File: src/rtl/bsp_pkg.sv
package bsp_pkg;
  localparam int SIG_BYTES = 13;
  localparam int SIG_IDX_W = $clog2(SIG_BYTES);

  typedef enum logic [2:0] {
    ST_SIG, ST_TYPE, ST_LEN, ST_SKIP, ST_DATA, ST_DONE, ST_FAIL
  } pstate_t;

  typedef enum logic [2:0] {
    FAULT_NONE  = 3'd0,
    FAULT_SIG   = 3'd1,
    FAULT_TYPE  = 3'd2,
    FAULT_LEN   = 3'd3,
    FAULT_TRUNC = 3'd4
  } fault_t;

  localparam logic [7:0] TYPE_LOW  = 8'h61;
  localparam logic [7:0] TYPE_HIGH = 8'h65;
  localparam logic [7:0] TYPE_BITS = 8'h65;

  // Expected signature byte at position idx
  function automatic logic [7:0] sig_byte(input logic [SIG_IDX_W-1:0] idx);
    logic [7:0] b;
    case (idx)
      4'd1:                   b = 8'h09;
      4'd2, 4'd4, 4'd6, 4'd8: b = 8'h0F;
      4'd3, 4'd5, 4'd7, 4'd9: b = 8'hF0;
      4'd12:                  b = 8'h01;
      default:                b = 8'h00;
    endcase
    return b;
  endfunction

  function automatic logic type_legal(input logic [7:0] b);
    return (b >= TYPE_LOW) && (b <= TYPE_HIGH);
  endfunction

  function automatic logic type_is_bits(input logic [7:0] b);
    return b == TYPE_BITS;
  endfunction
endpackage

File: src/rtl/bsp_sig_check.sv
module bsp_sig_check
  import bsp_pkg::*;
(
  input  logic       clk,
  input  logic       rst_n,
  input  logic       step,
  input  logic [7:0] data,
  output logic       match,
  output logic       at_end
);
  logic [SIG_IDX_W-1:0] idx;

  always_ff @(posedge clk) begin
    if (!rst_n) idx <= '0;
    else if (step && !at_end) idx <= idx + 1'b1;
  end

  assign match  = (data == sig_byte(idx));
  assign at_end = (idx == SIG_IDX_W'(SIG_BYTES - 1));
endmodule

File: src/rtl/bsp_len_collect.sv
module bsp_len_collect #(
  parameter int LEN_W       = 32,
  parameter int DATA_W      = 8,
  parameter int SHORT_BYTES = 2,
  parameter int LONG_BYTES  = 4
) (
  input  logic              clk,
  input  logic              rst_n,
  input  logic              start,
  input  logic              start_long,
  input  logic              shift,
  input  logic [DATA_W-1:0] data,
  output logic [LEN_W-1:0]  value_next,
  output logic              final_byte,
  output logic              is_long
);
  localparam int CNT_W = $clog2(LONG_BYTES + 1);

  logic [LEN_W-1:0] acc;
  logic [CNT_W-1:0] cnt;

  always_ff @(posedge clk) begin
    if (!rst_n) begin
      acc     <= '0;
      cnt     <= '0;
      is_long <= 1'b0;
    end else if (start) begin
      acc     <= '0;
      cnt     <= '0;
      is_long <= start_long;
    end else if (shift) begin
      acc <= value_next;
      cnt <= cnt + 1'b1;
    end
  end

  // Big-endian accumulation: earlier bytes move up
  assign value_next = {acc[LEN_W-DATA_W-1:0], data};
  assign final_byte = is_long ? (cnt == CNT_W'(LONG_BYTES - 1))
                              : (cnt == CNT_W'(SHORT_BYTES - 1));
endmodule

File: src/rtl/bsp_down_count.sv
module bsp_down_count #(
  parameter int W = 32
) (
  input  logic         clk,
  input  logic         rst_n,
  input  logic         load,
  input  logic [W-1:0] load_val,
  input  logic         dec,
  output logic         is_one
);
  logic [W-1:0] remain;

  always_ff @(posedge clk) begin
    if (!rst_n) remain <= '0;
    else if (load) remain <= load_val;
    else if (dec && remain != '0) remain <= remain - 1'b1;
  end

  assign is_one = (remain == W'(1));
endmodule

File: src/rtl/bitfile_section_parser.sv
module bitfile_section_parser
  import bsp_pkg::*;
#(
  parameter int LEN_W       = 32,
  parameter int DATA_W      = 8,
  parameter int SHORT_BYTES = 2,
  parameter int LONG_BYTES  = 4,
  parameter int SHORT_MAX   = 255
) (
  input  logic              clk,
  input  logic              rst_n,
  input  logic              in_valid,
  input  logic [DATA_W-1:0] in_data,
  input  logic              in_last,
  output logic              in_ready,
  output logic              out_valid,
  output logic [DATA_W-1:0] out_data,
  output logic              out_last,
  input  logic              out_ready,
  output logic [LEN_W-1:0]  sect_len,
  output logic              sect_len_valid,
  output logic              done,
  output logic              fault,
  output logic [2:0]        fault_code
);
  pstate_t st, st_n;
  fault_t  fault_q, fault_n;

  // Named internal events
  logic ev_accept, ev_sig_fail, ev_type_fail, ev_len_fail, ev_trunc;
  logic ev_len_done, ev_bits_len, ev_finish;

  logic sig_match, sig_at_end;
  logic [LEN_W-1:0] len_next;
  logic len_final, len_long;
  logic rem_is_one;

  assign ev_accept   = in_valid && in_ready;
  assign ev_len_done = ev_accept && (st == ST_LEN) && len_final;
  assign ev_bits_len = ev_len_done && len_long;

  bsp_sig_check u_sig (
    .clk    (clk),
    .rst_n  (rst_n),
    .step   (ev_accept && st == ST_SIG),
    .data   (in_data),
    .match  (sig_match),
    .at_end (sig_at_end)
  );

  bsp_len_collect #(
    .LEN_W(LEN_W), .DATA_W(DATA_W),
    .SHORT_BYTES(SHORT_BYTES), .LONG_BYTES(LONG_BYTES)
  ) u_len (
    .clk        (clk),
    .rst_n      (rst_n),
    .start      (ev_accept && st == ST_TYPE),
    .start_long (type_is_bits(in_data)),
    .shift      (ev_accept && st == ST_LEN),
    .data       (in_data),
    .value_next (len_next),
    .final_byte (len_final),
    .is_long    (len_long)
  );

  bsp_down_count #(.W(LEN_W)) u_cnt (
    .clk      (clk),
    .rst_n    (rst_n),
    .load     (ev_len_done),
    .load_val (len_next),
    .dec      (ev_accept && (st == ST_SKIP || st == ST_DATA)),
    .is_one   (rem_is_one)
  );

  always_comb begin
    st_n         = st;
    fault_n      = fault_q;
    ev_sig_fail  = 1'b0;
    ev_type_fail = 1'b0;
    ev_len_fail  = 1'b0;
    ev_trunc     = 1'b0;
    ev_finish    = 1'b0;
    if (ev_accept) begin
      unique case (st)
        ST_SIG: begin
          if (!sig_match)     ev_sig_fail = 1'b1;
          else if (in_last)   ev_trunc    = 1'b1;
          else if (sig_at_end) st_n       = ST_TYPE;
        end
        ST_TYPE: begin
          if (!type_legal(in_data)) ev_type_fail = 1'b1;
          else if (in_last)         ev_trunc     = 1'b1;
          else                      st_n         = ST_LEN;
        end
        ST_LEN: begin
          if (len_final) begin
            if (!len_long && len_next > LEN_W'(SHORT_MAX)) ev_len_fail = 1'b1;
            else if (len_long && len_next == '0)           ev_finish   = 1'b1;
            else if (in_last)                              ev_trunc    = 1'b1;
            else if (len_next == '0)                       st_n        = ST_TYPE;
            else st_n = len_long ? ST_DATA : ST_SKIP;
          end else if (in_last) begin
            ev_trunc = 1'b1;
          end
        end
        ST_SKIP: begin
          if (in_last)         ev_trunc = 1'b1;
          else if (rem_is_one) st_n     = ST_TYPE;
        end
        ST_DATA: begin
          if (rem_is_one)   ev_finish = 1'b1;
          else if (in_last) ev_trunc  = 1'b1;
        end
        default: ;
      endcase
    end
    if (ev_finish) st_n = ST_DONE;
    if (ev_sig_fail)  begin st_n = ST_FAIL; fault_n = FAULT_SIG;   end
    if (ev_type_fail) begin st_n = ST_FAIL; fault_n = FAULT_TYPE;  end
    if (ev_len_fail)  begin st_n = ST_FAIL; fault_n = FAULT_LEN;   end
    if (ev_trunc)     begin st_n = ST_FAIL; fault_n = FAULT_TRUNC; end
  end

  always_ff @(posedge clk) begin
    if (!rst_n) begin
      st             <= ST_SIG;
      fault_q        <= FAULT_NONE;
      sect_len       <= '0;
      sect_len_valid <= 1'b0;
    end else begin
      st      <= st_n;
      fault_q <= fault_n;
      if (ev_bits_len) begin
        sect_len       <= len_next;
        sect_len_valid <= 1'b1;
      end
    end
  end

  always_comb begin
    unique case (st)
      ST_DATA:          in_ready = out_ready;
      ST_DONE, ST_FAIL: in_ready = 1'b0;
      default:          in_ready = 1'b1;
    endcase
  end

  assign out_valid  = (st == ST_DATA) && in_valid;
  assign out_data   = in_data;
  assign out_last   = (st == ST_DATA) && rem_is_one;
  assign done       = (st == ST_DONE);
  assign fault      = (st == ST_FAIL);
  assign fault_code = fault_q;
endmodule

File: config.mk
export PLATFORM = sky130hd
export DESIGN_NAME = bitfile_section_parser
export DESIGN_NICKNAME = d
export VERILOG_FILES = /design/src/rtl/bsp_pkg.sv /design/src/rtl/bsp_sig_check.sv /design/src/rtl/bsp_len_collect.sv /design/src/rtl/bsp_down_count.sv /design/src/rtl/bitfile_section_parser.sv
export SDC_FILE = /design/constraint.sdc
export NUM_CORES = 1
export LEC_CHECK = 0
export BUFFER_PORTS_ARGS = -buffer_cell sky130_fd_sc_hd__buf_4
export CORE_UTILIZATION = 50
export DETAILED_ROUTE_END_ITERATION = 8
export GPL_ROUTABILITY_DRIVEN = 1
export HOLD_SLACK_MARGIN = 0.12
export PLACE_DENSITY = 0.72
export SLEW_MARGIN = 30
export SYNTH_ARGS = -nofsm -noshare
export SYNTH_HDL_FRONTEND = slang
export SYNTH_HIERARCHICAL = 1
export SYNTH_SLANG_ARGS = --single-unit
File: constraint.sdc
create_clock -name clk -period 2.5 [get_ports clk]
set_input_delay 0.125 -clock clk [delete_from_list [all_inputs] [get_ports clk]]
set_output_delay 0.125 -clock clk [all_outputs]
set_load 0.005 [all_outputs]
==> results of run 1 <==
==> logic make-up after synthesis <==
kind of cell    count (synthesis)  share of synthesized area
compound gates                167                     0.2090
xor+xnor                        9                    0.01376
fa+ha+maj                       9                    0.01965
buf+inv                        70                    0.07271
flops                         107                     0.3738
mux                            26                    0.04541
simple gates                  287                     0.2657
==> stage by stage <==
stage	TNS, ns	instance area [um^2]	cells	util	hold slack, ns
2_1_floorplan	0	5758	675	-	0.2532
3_3_place_gp	-0.08901	6467	874	0.5889	0.4372
3_5_place_dp	-0.3400	6467	874	0.5889	0.4517
4_1_cts	-0.06802	6817	891	0.6206	0.1202
5_1_grt	-0.2442	6849	891	0.6236	0.1314
6_report	-0.07249	6849	891	0.6236	0.1315
==> final cells by class <==
type,count,area [um^2],share of cell area
multi-input cells,498,3283,0.4794
flip-flops and latches,107,2143,0.3129
repair buffers,112,893.4,0.1304
clock buffers,11,242.7,0.03544
well taps,140,175.2,0.02558
inverters,18,67.56,0.009865
clock inverters,5,43.79,0.006394
==> where the power goes <==
part / leakage [uW] / internal, uW / total [uW] / switching [uW]
clock: 0.000140 / 720 / 1390 / 668
sequential: 0.000865 / 2010 / 2300 / 294
combinational: 0.00168 / 2190 / 5150 / 2970
total: 0.00269 / 4910 / 8840 / 3930
==> path summary, 6_finish.rpt <==
path                                       start      endpoint  slack (ns)  cells after the start
worst max-delay path            u_cnt/remain[26]         st[1]       -0.07                      9
worst min-delay path                  in_data[7]  u_len/acc[7]        0.13                      3
worst max register to register  u_cnt/remain[26]         st[1]       -0.07                      9
worst min register to register       sect_len[4]   sect_len[4]        0.46                      2
==> Yosys cell counts, drive strengths merged (3+ instances only) <==
master | number | share of area
clkbuf | 19 | 0.012
nor4 | 17 | 0.021
inv | 18 | 0.012
o31ai | 10 | 0.013
o311a | 3 | 0.0052
and3 | 12 | 0.013
and4 | 5 | 0.0076
nor3 | 18 | 0.017
ha | 9 | 0.020
nand4 | 11 | 0.013
nor2b | 4 | 0.0044
a311oi | 5 | 0.0087
o21ai | 39 | 0.034
a211oi | 8 | 0.010
or3 | 12 | 0.015
nand2b | 9 | 0.011
nand3b | 4 | 0.0059
xor2 | 6 | 0.0092
nor2 | 51 | 0.034
buf | 33 | 0.048
a21oi | 12 | 0.011
o41ai | 4 | 0.011
nor3b | 9 | 0.013
xnor2 | 3 | 0.0046
a21boi | 33 | 0.043
and2 | 6 | 0.0066
nand2 | 95 | 0.062
or4 | 15 | 0.022
a31oi | 20 | 0.022
o211ai | 4 | 0.0061
o22ai | 3 | 0.0033
dfxtp | 107 | 0.37
or2 | 4 | 0.0048
mux2i | 26 | 0.045
nand3 | 12 | 0.011
o21a | 6 | 0.0079
==> per-layer routing <==
metal | share of wire | routed length (um) | vias up
met5 | 0 | 0 | -
met4 | 0.026 | 410 | 0
met3 | 0.052 | 825 | 34
met2 | 0.48 | 7684 | 203
met1 | 0.44 | 6925 | 2583
li1 | - | - | 2590
==> timing repair <==
action | CTS | global route
hold buffers | 1 | 0
endpoints found under the setup margin | 6 | 9
endpoints found under the hold margin | 2 | 0
gates resized for setup | 9 | 6
pin swaps | 7 | 1
==> critical path, delay by kind of cell (launching register included) <==
kind | cells | cell delay (ns)
AO/OA/AOI/OAI | 4 | 0.57
AND/OR/NAND/NOR | 5 | 1.56
flip-flops | 1 | 0.32
==> sequential cells by signal, indices dropped and copies added (netlist names), named ones only <==
signal / cells
fault_code: 3
sect_len_valid: 1
u_len/cnt: 3
sect_len: 32
u_len/is_long: 1
u_len/acc: 24
u_sig/idx: 4
u_cnt/remain: 32
st: 3
==> impl_metrics.env, run 1 <==
export IMPL_outcome="complete, but fails checks"
export IMPL_failing_checks="negative setup slack"
export IMPL_areaGrowthSynthToFinish_pct=19.52
export IMPL_yosysUniqueCellTypes=78
export IMPL_start_util=0.5218
export IMPL_route_antenna_remaining_nets=0
export IMPL_numClockSinks=107
export IMPL_max_cap_violations=0
export IMPL_ys_seq_elements=107
export IMPL_grt_use_met1=0.3520
export IMPL_grt_max_degree=54
export IMPL_grt_antenna_before_repair=0
export IMPL_drt_wirelength_per_cell_um=17.78
export IMPL_p_leak_uw=0.002689
export IMPL_setup_viol=1
export IMPL_setup_repair_after_global_routing_missed_its_margin="yes"
export IMPL_worst_slew_margin_rel=0.6850
export IMPL_core_outline_area_mm2=0.01098
export IMPL_drive_above_1_share=0.2370
export IMPL_power_total_uw=8841
export IMPL_port_buffers=61
export IMPL_detail_route_vias_per_cell=6.072
export IMPL_timing_critical_path_slowest_cell_delay_ns=0.58
export IMPL_synth_area_mm2=0.005730
export IMPL_timing_final_crit_share=1.029
export IMPL_grt_pass1_vias=5079
export IMPL_clock_tree_root_cell="sky130_fd_sc_hd__clkbuf_16"
export IMPL_cts_buffer_depth=2
export IMPL_grt_use_met2=0.4654
export IMPL_proportion_of_synthesized_chip_area_in_sequential_cells=0.3738
export IMPL_route_vias_total=5410
export IMPL_critical_path_required_ns=2.74
export IMPL_dpl_hpwl_um=11060
export IMPL_globalRouteTotalUtil=0.2788
export IMPL_worstSkewPairLatency_ns=0.36
export IMPL_cts_repair_timing_setup_buffer_count=0
export IMPL_nNetsFinal=768
export IMPL_worst_slew_pin_slew_ns=0.4660
export IMPL_pin_count=62
export IMPL_most_common_cell_after_layout_fill_and_taps_aside="sky130_fd_sc_hd__buf_4"
export IMPL_synth_edff_count=0
export IMPL_overflow=0
export IMPL_grt_pass1_wl_um=25560
export IMPL_cp_data_arrival_time_ns=2.81
export IMPL_detailedRoute_firstPassIterationCount=5
export IMPL_grt_most_used_layer="met2"
export IMPL_drt_total_wl_um=15850
export IMPL_num_antenna_cells=0
export IMPL_drc=0
export IMPL_design_die_area_mm2=0.01189
export IMPL_cts_buffers_inserted=9
export IMPL_max_vdd_ir_drop_uv=849.5
export IMPL_drt_iter0_drc=511
export IMPL_cp_end_kind="flop"
export IMPL_gpl_final_weighted_congestion=0.9358
export IMPL_syn_area_per_cell_um2=8.490
export IMPL_pre_cts_ws_ns=-0.1304
export IMPL_worst_case_clock_skew_ns=0.007361
export IMPL_synth_nets=697
export IMPL_layout_setup_ws_ns=-0.07249
export IMPL_synth_warning_count=6
export IMPL_slowest_stage="sky130_fd_sc_hd__or4_4"
export IMPL_clkSlewWorstSetupHoldPaths_ns=0.07
export IMPL_timing_max_transition_violations_final=0
export IMPL_synth_async_reset_ratio=0
export IMPL_nFillCells=940
export IMPL_htree_num_levels=3
export IMPL_path_cells="or4_4 -> nor3_4 -> nand2_1 -> nor3_2 -> o211ai_1 -> or4_1 -> o41a_1 -> a41oi_2 -> o21ai_1"
export IMPL_final_hold_viol_count=0
export IMPL_grt_use_met3=0.05798
export IMPL_timing_worst_setup_path_type="reg2reg"
export IMPL_num_rows=38
export IMPL_synthCells=675
export IMPL_finalWorstPathRequiredPeriod_ns=2.572
export IMPL_layout_cells_most_common_list="sky130_fd_sc_hd__buf_4 (107), sky130_fd_sc_hd__dfxtp_1 (106), sky130_fd_sc_hd__nand2_1 (95)"
export IMPL_power_per_cell_area_mw_per_mm2=1291
export IMPL_die_span_in_x_um=109.1
export IMPL_max_freq_mhz=388.7
export IMPL_die_h_um=109.1
export IMPL_crit_path_max_fanout=5
export IMPL_critPathLaunchType="flop"
export IMPL_hold_path_class="in2reg"
export IMPL_clock_tree_from_tritoncts="done"
export IMPL_synth_ff_type="sky130_fd_sc_hd__dfxtp_1"
Power figures use the tool's default switching activity.
==> run 2: changes to the inputs <==
--- a/config.mk
+++ b/config.mk
@@ -6,11 +6,13 @@
 export NUM_CORES = 1
 export LEC_CHECK = 0
 export BUFFER_PORTS_ARGS = -buffer_cell sky130_fd_sc_hd__buf_4
-export CORE_UTILIZATION = 50
+export CELL_PAD_IN_SITES_DETAIL_PLACEMENT = 0
+export CELL_PAD_IN_SITES_GLOBAL_PLACEMENT = 1
+export CORE_UTILIZATION = 40
 export DETAILED_ROUTE_END_ITERATION = 8
 export GPL_ROUTABILITY_DRIVEN = 1
 export HOLD_SLACK_MARGIN = 0.12
-export PLACE_DENSITY = 0.72
+export PLACE_DENSITY_LB_ADDON = 0.1
 export SLEW_MARGIN = 30
 export SYNTH_ARGS = -nofsm -noshare
 export SYNTH_HDL_FRONTEND = slang
==> run 2 against run 1 <==
Effect of this change:
- worst hold slack gained 0.0035 ns
- the flow still finishes with violations (negative setup slack)
- largest power group unchanged
- register-to-register slack better by 0.05 ns
- via count decreased by 0.31%
- flip-flop and latch count stayed put
==> impl_metrics.env, run 2 (synthesized netlist as in run 1, its figures left out) <==
export IMPL_clkSlewWorstSetupHoldPaths_ns=0.08
export IMPL_postLayoutCoreUtil=0.4993
export IMPL_comb_power_share=0.590
export IMPL_critPathLaunchType="flop"
export IMPL_grt_max_degree=38
export IMPL_timing_max_transition_violations_final=0
export IMPL_pin_count=62
export IMPL_detail_route_vias_per_cell=5.725
export IMPL_num_antenna_cells=0
export IMPL_path_cells="nor4_1 -> nand4_1 -> buf_4 -> o21a_1 -> o31a_1 -> o41ai_2 -> o2111a_1"
export IMPL_start_util=0.4112
export IMPL_worst_slew_margin_rel=0.5936
export IMPL_power_report_internal_total_uw=5271
export IMPL_worstSkewPairLatency_ns=0.36
export IMPL_share_clk_of_total_power=0.165
export IMPL_clock_tree_root_cell="sky130_fd_sc_hd__clkbuf_16"
export IMPL_drt_wirelength_per_cell_um=17.72
export IMPL_worst_case_clock_skew_ns=0.006001
export IMPL_clock_tree_from_tritoncts="done"
export IMPL_areaGrowthSynthToFinish_pct=21.42
export IMPL_numClockSinks=107
export IMPL_power_net_switching_uw=4105
export IMPL_layout_setup_ws_ns=-0.02018
export IMPL_top_regs="sect_len: 32 flops, u_cnt/remain: 32 flops, u_len/acc: 24 flops"
export IMPL_outcome="complete, but fails checks"
export IMPL_timing_final_crit_share=1.008
export IMPL_drive_above_1_share=0.2415
export IMPL_num_rows=43
export IMPL_max_freq_mhz=396.8
export IMPL_final_cells=942
export IMPL_die_span_in_x_um=121.7
export IMPL_final_hold_viol_count=0
export IMPL_port_buffers=61
export IMPL_globalRouteTotalUtil=0.2321
export IMPL_max_vdd_ir_drop_uv=718.8
export IMPL_hold_path_class="in2reg"
export IMPL_overflow=0
export IMPL_pre_cts_ws_ns=-0.1310
export IMPL_dpl_hpwl_um=12210
export IMPL_gpl_final_weighted_congestion=0.8499
export IMPL_detailedRoute_firstPassIterationCount=5
export IMPL_cts_buffers_inserted=9
export IMPL_setup_viol=1
export IMPL_max_cap_violations=0
export IMPL_finalWorstPathRequiredPeriod_ns=2.520
export IMPL_grt_pass1_wl_um=26520
export IMPL_setup_repair_after_global_routing_missed_its_margin="yes"
export IMPL_cp_end_kind="flop"
export IMPL_power_frac_seq=0.245
export IMPL_slowest_stage="sky130_fd_sc_hd__nor4_1"
export IMPL_design_die_area_mm2=0.01481
export IMPL_drc=0
export IMPL_grt_antenna_before_repair=0
export IMPL_layout_cells_most_common_list="sky130_fd_sc_hd__buf_4 (116), sky130_fd_sc_hd__dfxtp_1 (107), sky130_fd_sc_hd__nand2_1 (95)"
export IMPL_drt_iter0_drc=432
export IMPL_power_total_uw=9376
export IMPL_most_common_cell_after_layout_fill_and_taps_aside="sky130_fd_sc_hd__buf_4"
export IMPL_die_h_um=121.7
export IMPL_nNetsFinal=779
export IMPL_cp_data_arrival_time_ns=2.83
export IMPL_route_antenna_remaining_nets=0
export IMPL_core_outline_area_mm2=0.01393
export IMPL_power_per_cell_area_mw_per_mm2=1347
export IMPL_grt_pass1_vias=5024
export IMPL_power_switching_share=0.4378
export IMPL_htree_num_levels=3
export IMPL_placedCellCount=922
export IMPL_drt_total_wl_um=16690
export IMPL_crit_path_max_fanout=7
export IMPL_failing_checks="negative setup slack"
export IMPL_p_leak_uw=0.002746
export IMPL_timing_worst_setup_path_type="reg2reg"
export IMPL_worst_slew_pin_slew_ns=0.6041
export IMPL_route_vias_total=5393
export IMPL_cts_buffer_depth=2
export IMPL_timing_critical_path_slowest_cell_delay_ns=0.58
export IMPL_critical_path_required_ns=2.81
[run 2: cell types whose count changed in the layout (fill, tap and decap cells not counted), sizes merged]
cell / change
clkinvlp: -1
dlygate4sd3: +2
buf: +9
clkinv: +2
bufinv: +1
clkbuf: -2
[run 2: routing by layer]
layer,vias up,global-route usage,share of wire
met5,-,0,0
met4,0,0.06173,0.014
met3,22,0.04541,0.050
met2,161,0.3874,0.48
met1,2601,0.3040,0.45
li1,2609,-,-
[run 2: critical path, delay by kind of cell, from the launching register on]
kind	cells	cell delay, ns
flip-flops	1	0.36
AND/OR/NAND/NOR	2	0.76
AO/OA/AOI/OAI	4	1.15
buffers and inverters	1	0.21
[run 2: power groups by stage]
stage               combinational, uW  sequential, uW  clock [uW]
floorplan                        3620            2260           0
global placement                 5360            2310           0
detailed placement               5370            2320           0
CTS                              5400            2290        1590
global route                     5990            2350        1660
finish                           5530            2300        1550
[run 2: cell type report]
class	instances	area (um^2)
clock buffers	9	225.2
clock inverters	7	95.09
fillers	1347	6977
inverters	18	67.56
multi-input cells	498	3239
flip-flops and latches	107	2142
well taps	180	225.2
repair buffers	123	963.4
[run 2: worst paths after layout]
kind	from	endpoint	cells after the start	slack [ns]
worst max-delay path	u_len/acc[20]	st[0]	7	-0.02
worst min-delay path	in_data[7]	u_len/acc[7]	3	0.13
worst max register to register	u_len/acc[20]	st[0]	7	-0.02
worst min register to register	sect_len[24]	sect_len[24]	2	0.46
[run 2: timing repair]
item	CTS	global route
endpoints found under the hold margin	4	0
endpoints found under the setup margin	6	50
pin swaps	6	3
gates resized for setup	2	7
hold buffers	3	0
buffers inserted	0	1
[run 2: through the flow]
step            TNS, ns  cell area (um^2)  hold slack, ns
3_3_place_gp   -0.06990              6553          0.4460
2_1_floorplan         0              5758          0.2532
4_1_cts        -0.06847              6915          0.1214
6_report       -0.02018              6958          0.1350
3_5_place_dp    -0.2292              6553          0.4553
5_1_grt         -0.3949              6958          0.1420
==> run 3: changes to the inputs <==
--- a/config.mk
+++ b/config.mk
@@ -11,6 +11,7 @@
 export CORE_UTILIZATION = 40
 export DETAILED_ROUTE_END_ITERATION = 8
 export GPL_ROUTABILITY_DRIVEN = 1
+export GPL_TIMING_DRIVEN = 0
 export HOLD_SLACK_MARGIN = 0.12
 export PLACE_DENSITY_LB_ADDON = 0.1
 export SLEW_MARGIN = 30
==> constraint.sdc (replaced) <==
create_clock -name clk -period 2.1 [get_ports clk]
set_input_delay 0.105 -clock clk [delete_from_list [all_inputs] [get_ports clk]]
set_output_delay 0.105 -clock clk [all_outputs]
set_load 0.005 [all_outputs]
==> run 3 against run 2 <==
Effect of this change:
- worst setup slack lost 0.49 ns
- critical path depth is 3 higher
- non-clock buffer count is 50 higher
- the flow still finishes with violations (negative setup slack)
- final area grew 14%
- maximum frequency fell by 3.5%
- combinational power up 74%
- wire length rose by 15%
- clock-buffer cell count did not move
- clock power is 13% higher
- core utilization is 7.2 points higher
- sequential power is 26% higher
==> impl_metrics.env, run 3 (synthesized netlist as in run 1, its figures left out) <==
export IMPL_drt_total_wl_um=19270
export IMPL_gpl_final_weighted_congestion=0.8681
export IMPL_grt_pass1_wl_um=28920
export IMPL_clkSlewWorstSetupHoldPaths_ns=0.08
export IMPL_worstSetupEndpoint="st[1]"
export IMPL_layout_setup_ws_ns=-0.5106
export IMPL_placedCellCount=916
export IMPL_top_regs="sect_len: 32 flops, u_cnt/remain: 32 flops, u_len/acc: 24 flops"
export IMPL_max_cap_violations=0
export IMPL_grt_max_degree=22
export IMPL_clock_tree_from_tritoncts="done"
export IMPL_crit_path_max_fanout=6
export IMPL_worst_slew_pin_slew_ns=0.5539
export IMPL_finalWorstPathRequiredPeriod_ns=2.611
export IMPL_outcome="complete, but fails checks"
export IMPL_grt_antenna_before_repair=0
export IMPL_num_rows=43
export IMPL_route_antenna_remaining_nets=0
export IMPL_areaGrowthSynthToFinish_pct=38.91
export IMPL_route_vias_total=5818
export IMPL_pre_cts_ws_ns=-0.6714
export IMPL_failing_checks="negative setup slack"
export IMPL_design_die_area_mm2=0.01481
export IMPL_timing_reg2reg_worst_path_depth=10
export IMPL_htree_num_levels=3
export IMPL_worst_case_clock_skew_ns=0.008665
export IMPL_port_buffers=61
export IMPL_overflow=0
export IMPL_detail_route_vias_per_cell=5.865
export IMPL_worstSkewPairLatency_ns=0.36
export IMPL_critPathLaunchType="flop"
export IMPL_final_hold_viol_count=0
export IMPL_most_common_cell_after_layout_fill_and_taps_aside="sky130_fd_sc_hd__buf_4"
export IMPL_timing_max_transition_violations_final=0
export IMPL_holdWs_ns=0.1345
export IMPL_setup_viol=32
export IMPL_num_antenna_cells=0
export IMPL_max_vdd_ir_drop_uv=1398
export IMPL_globalRouteTotalUtil=0.2553
export IMPL_worst_slew_margin_rel=0.6273
export IMPL_critical_path_required_ns=2.36
export IMPL_power_per_cell_area_mw_per_mm2=1791
export IMPL_reg2reg_setup_slack_ns=-0.51
export IMPL_setup_repair_after_global_routing_missed_its_margin="yes"
export IMPL_pin_count=62
export IMPL_cp_data_arrival_time_ns=2.87
export IMPL_timing_worst_setup_path_type="reg2reg"
export IMPL_cts_buffers_inserted=9
export IMPL_hold_path_class="in2reg"
export IMPL_clock_tree_root_cell="sky130_fd_sc_hd__clkbuf_16"
export IMPL_cp_end_kind="flop"
export IMPL_crit_reg2reg_capture="st[1]"
export IMPL_drt_wirelength_per_cell_um=19.42
export IMPL_nNetsFinal=829
export IMPL_nFillCells=1262
export IMPL_numClockSinks=107
export IMPL_drt_iter0_drc=489
export IMPL_max_freq_mhz=383.1
export IMPL_die_h_um=121.7
export IMPL_cts_buffer_depth=2
export IMPL_final_cells=992
export IMPL_drc=0
export IMPL_core_outline_area_mm2=0.01393
export IMPL_drive_above_1_share=0.3744
export IMPL_layout_cells_most_common_list="sky130_fd_sc_hd__buf_4 (117), sky130_fd_sc_hd__dfxtp_1 (94), sky130_fd_sc_hd__nand2_1 (89)"
export IMPL_timing_final_crit_share=1.243
export IMPL_die_span_in_x_um=121.7
export IMPL_p_leak_uw=0.003097
export IMPL_start_util=0.4112
export IMPL_grt_pass1_vias=5478
export IMPL_detailedRoute_firstPassIterationCount=5
export IMPL_dpl_hpwl_um=12930
## run 3: cell count changes in the layout (fill, tap and decap cells not counted), moves of 9 or more
cell,before,now
sky130_fd_sc_hd__buf_6,2,22
sky130_fd_sc_hd__dfxtp_1,107,94
sky130_fd_sc_hd__o21ai_0,37,26
sky130_fd_sc_hd__clkbuf_1,0,9
sky130_fd_sc_hd__dfxtp_2,0,9
## run 3: power breakdown
group	switching [uW]	total, uW	internal (uW)
combinational	5080	9610	4530
clock	902	1750	852
sequential	497	2900	2400
## run 3: worst min-delay path by stage
stage                from             to  slack, ns  cells after the start
6_report          in_last  fault_code[0]       0.13                      3
2_1_floorplan       rst_n  u_len/is_long       0.23                      1
3_3_place_gp   in_data[7]   u_len/acc[7]       0.41                      3
4_1_cts           in_last  fault_code[0]       0.13                      3
3_5_place_dp   in_data[7]   u_len/acc[7]       0.42                      3
5_1_grt             rst_n  u_len/is_long       0.13                      2
## run 3: what timing repair did
action                                 CTS  global route
pin swaps                               37            49
hold buffers                             8             0
buffers inserted                        31            27
cloned                                   1             0
endpoints found under the hold margin    8             0
setup endpoints to repair               76            70
gates resized for setup                 80            82
## run 3: layout make-up
class	instances	area [um^2]	area share
Buffer	47	355.3	0.04464
Clock buffer	9	225.2	0.02829
Clock inverter	7	81.33	0.01022
Inverter	18	71.32	0.008959
Multi-Input combinational cell	498	3772	0.4739
Sequential cell	107	2168	0.2724
Tap cell	180	225.2	0.02829
Timing Repair Buffer	126	1061	0.1333
## run 3: critical path, cell delays in order (launching register included)
cell,delay (ns)
sky130_fd_sc_hd__dfxtp_2,0.32
sky130_fd_sc_hd__or4_1,0.40
sky130_fd_sc_hd__nor2_1,0.14
sky130_fd_sc_hd__a31oi_2,0.07
sky130_fd_sc_hd__a2111oi_4,0.31
sky130_fd_sc_hd__a211o_1,0.19
sky130_fd_sc_hd__o211ai_1,0.19
sky130_fd_sc_hd__or4_1,0.45
sky130_fd_sc_hd__o41a_1,0.13
sky130_fd_sc_hd__a41oi_2,0.20
sky130_fd_sc_hd__o21ai_1,0.10
## run 3: through the flow
step	power, uW	area, um^2	TNS, ns	util
after CTS	12970	7482	-6.888	0.5369
after floorplan	7132	5819	-1.129	-
after detailed placement	8416	6502	-22.41	0.4666
final	14260	7960	-6.186	0.5712
after global routing	15720	7960	-8.237	0.5712
after global placement	8359	6502	-19.21	0.4666
## run 3: routing by layer
metal  track usage  share of wire
met4        0.1111          0.028
met2        0.4151           0.48
met3       0.04448          0.051
met1        0.3311           0.44
met5             0              0
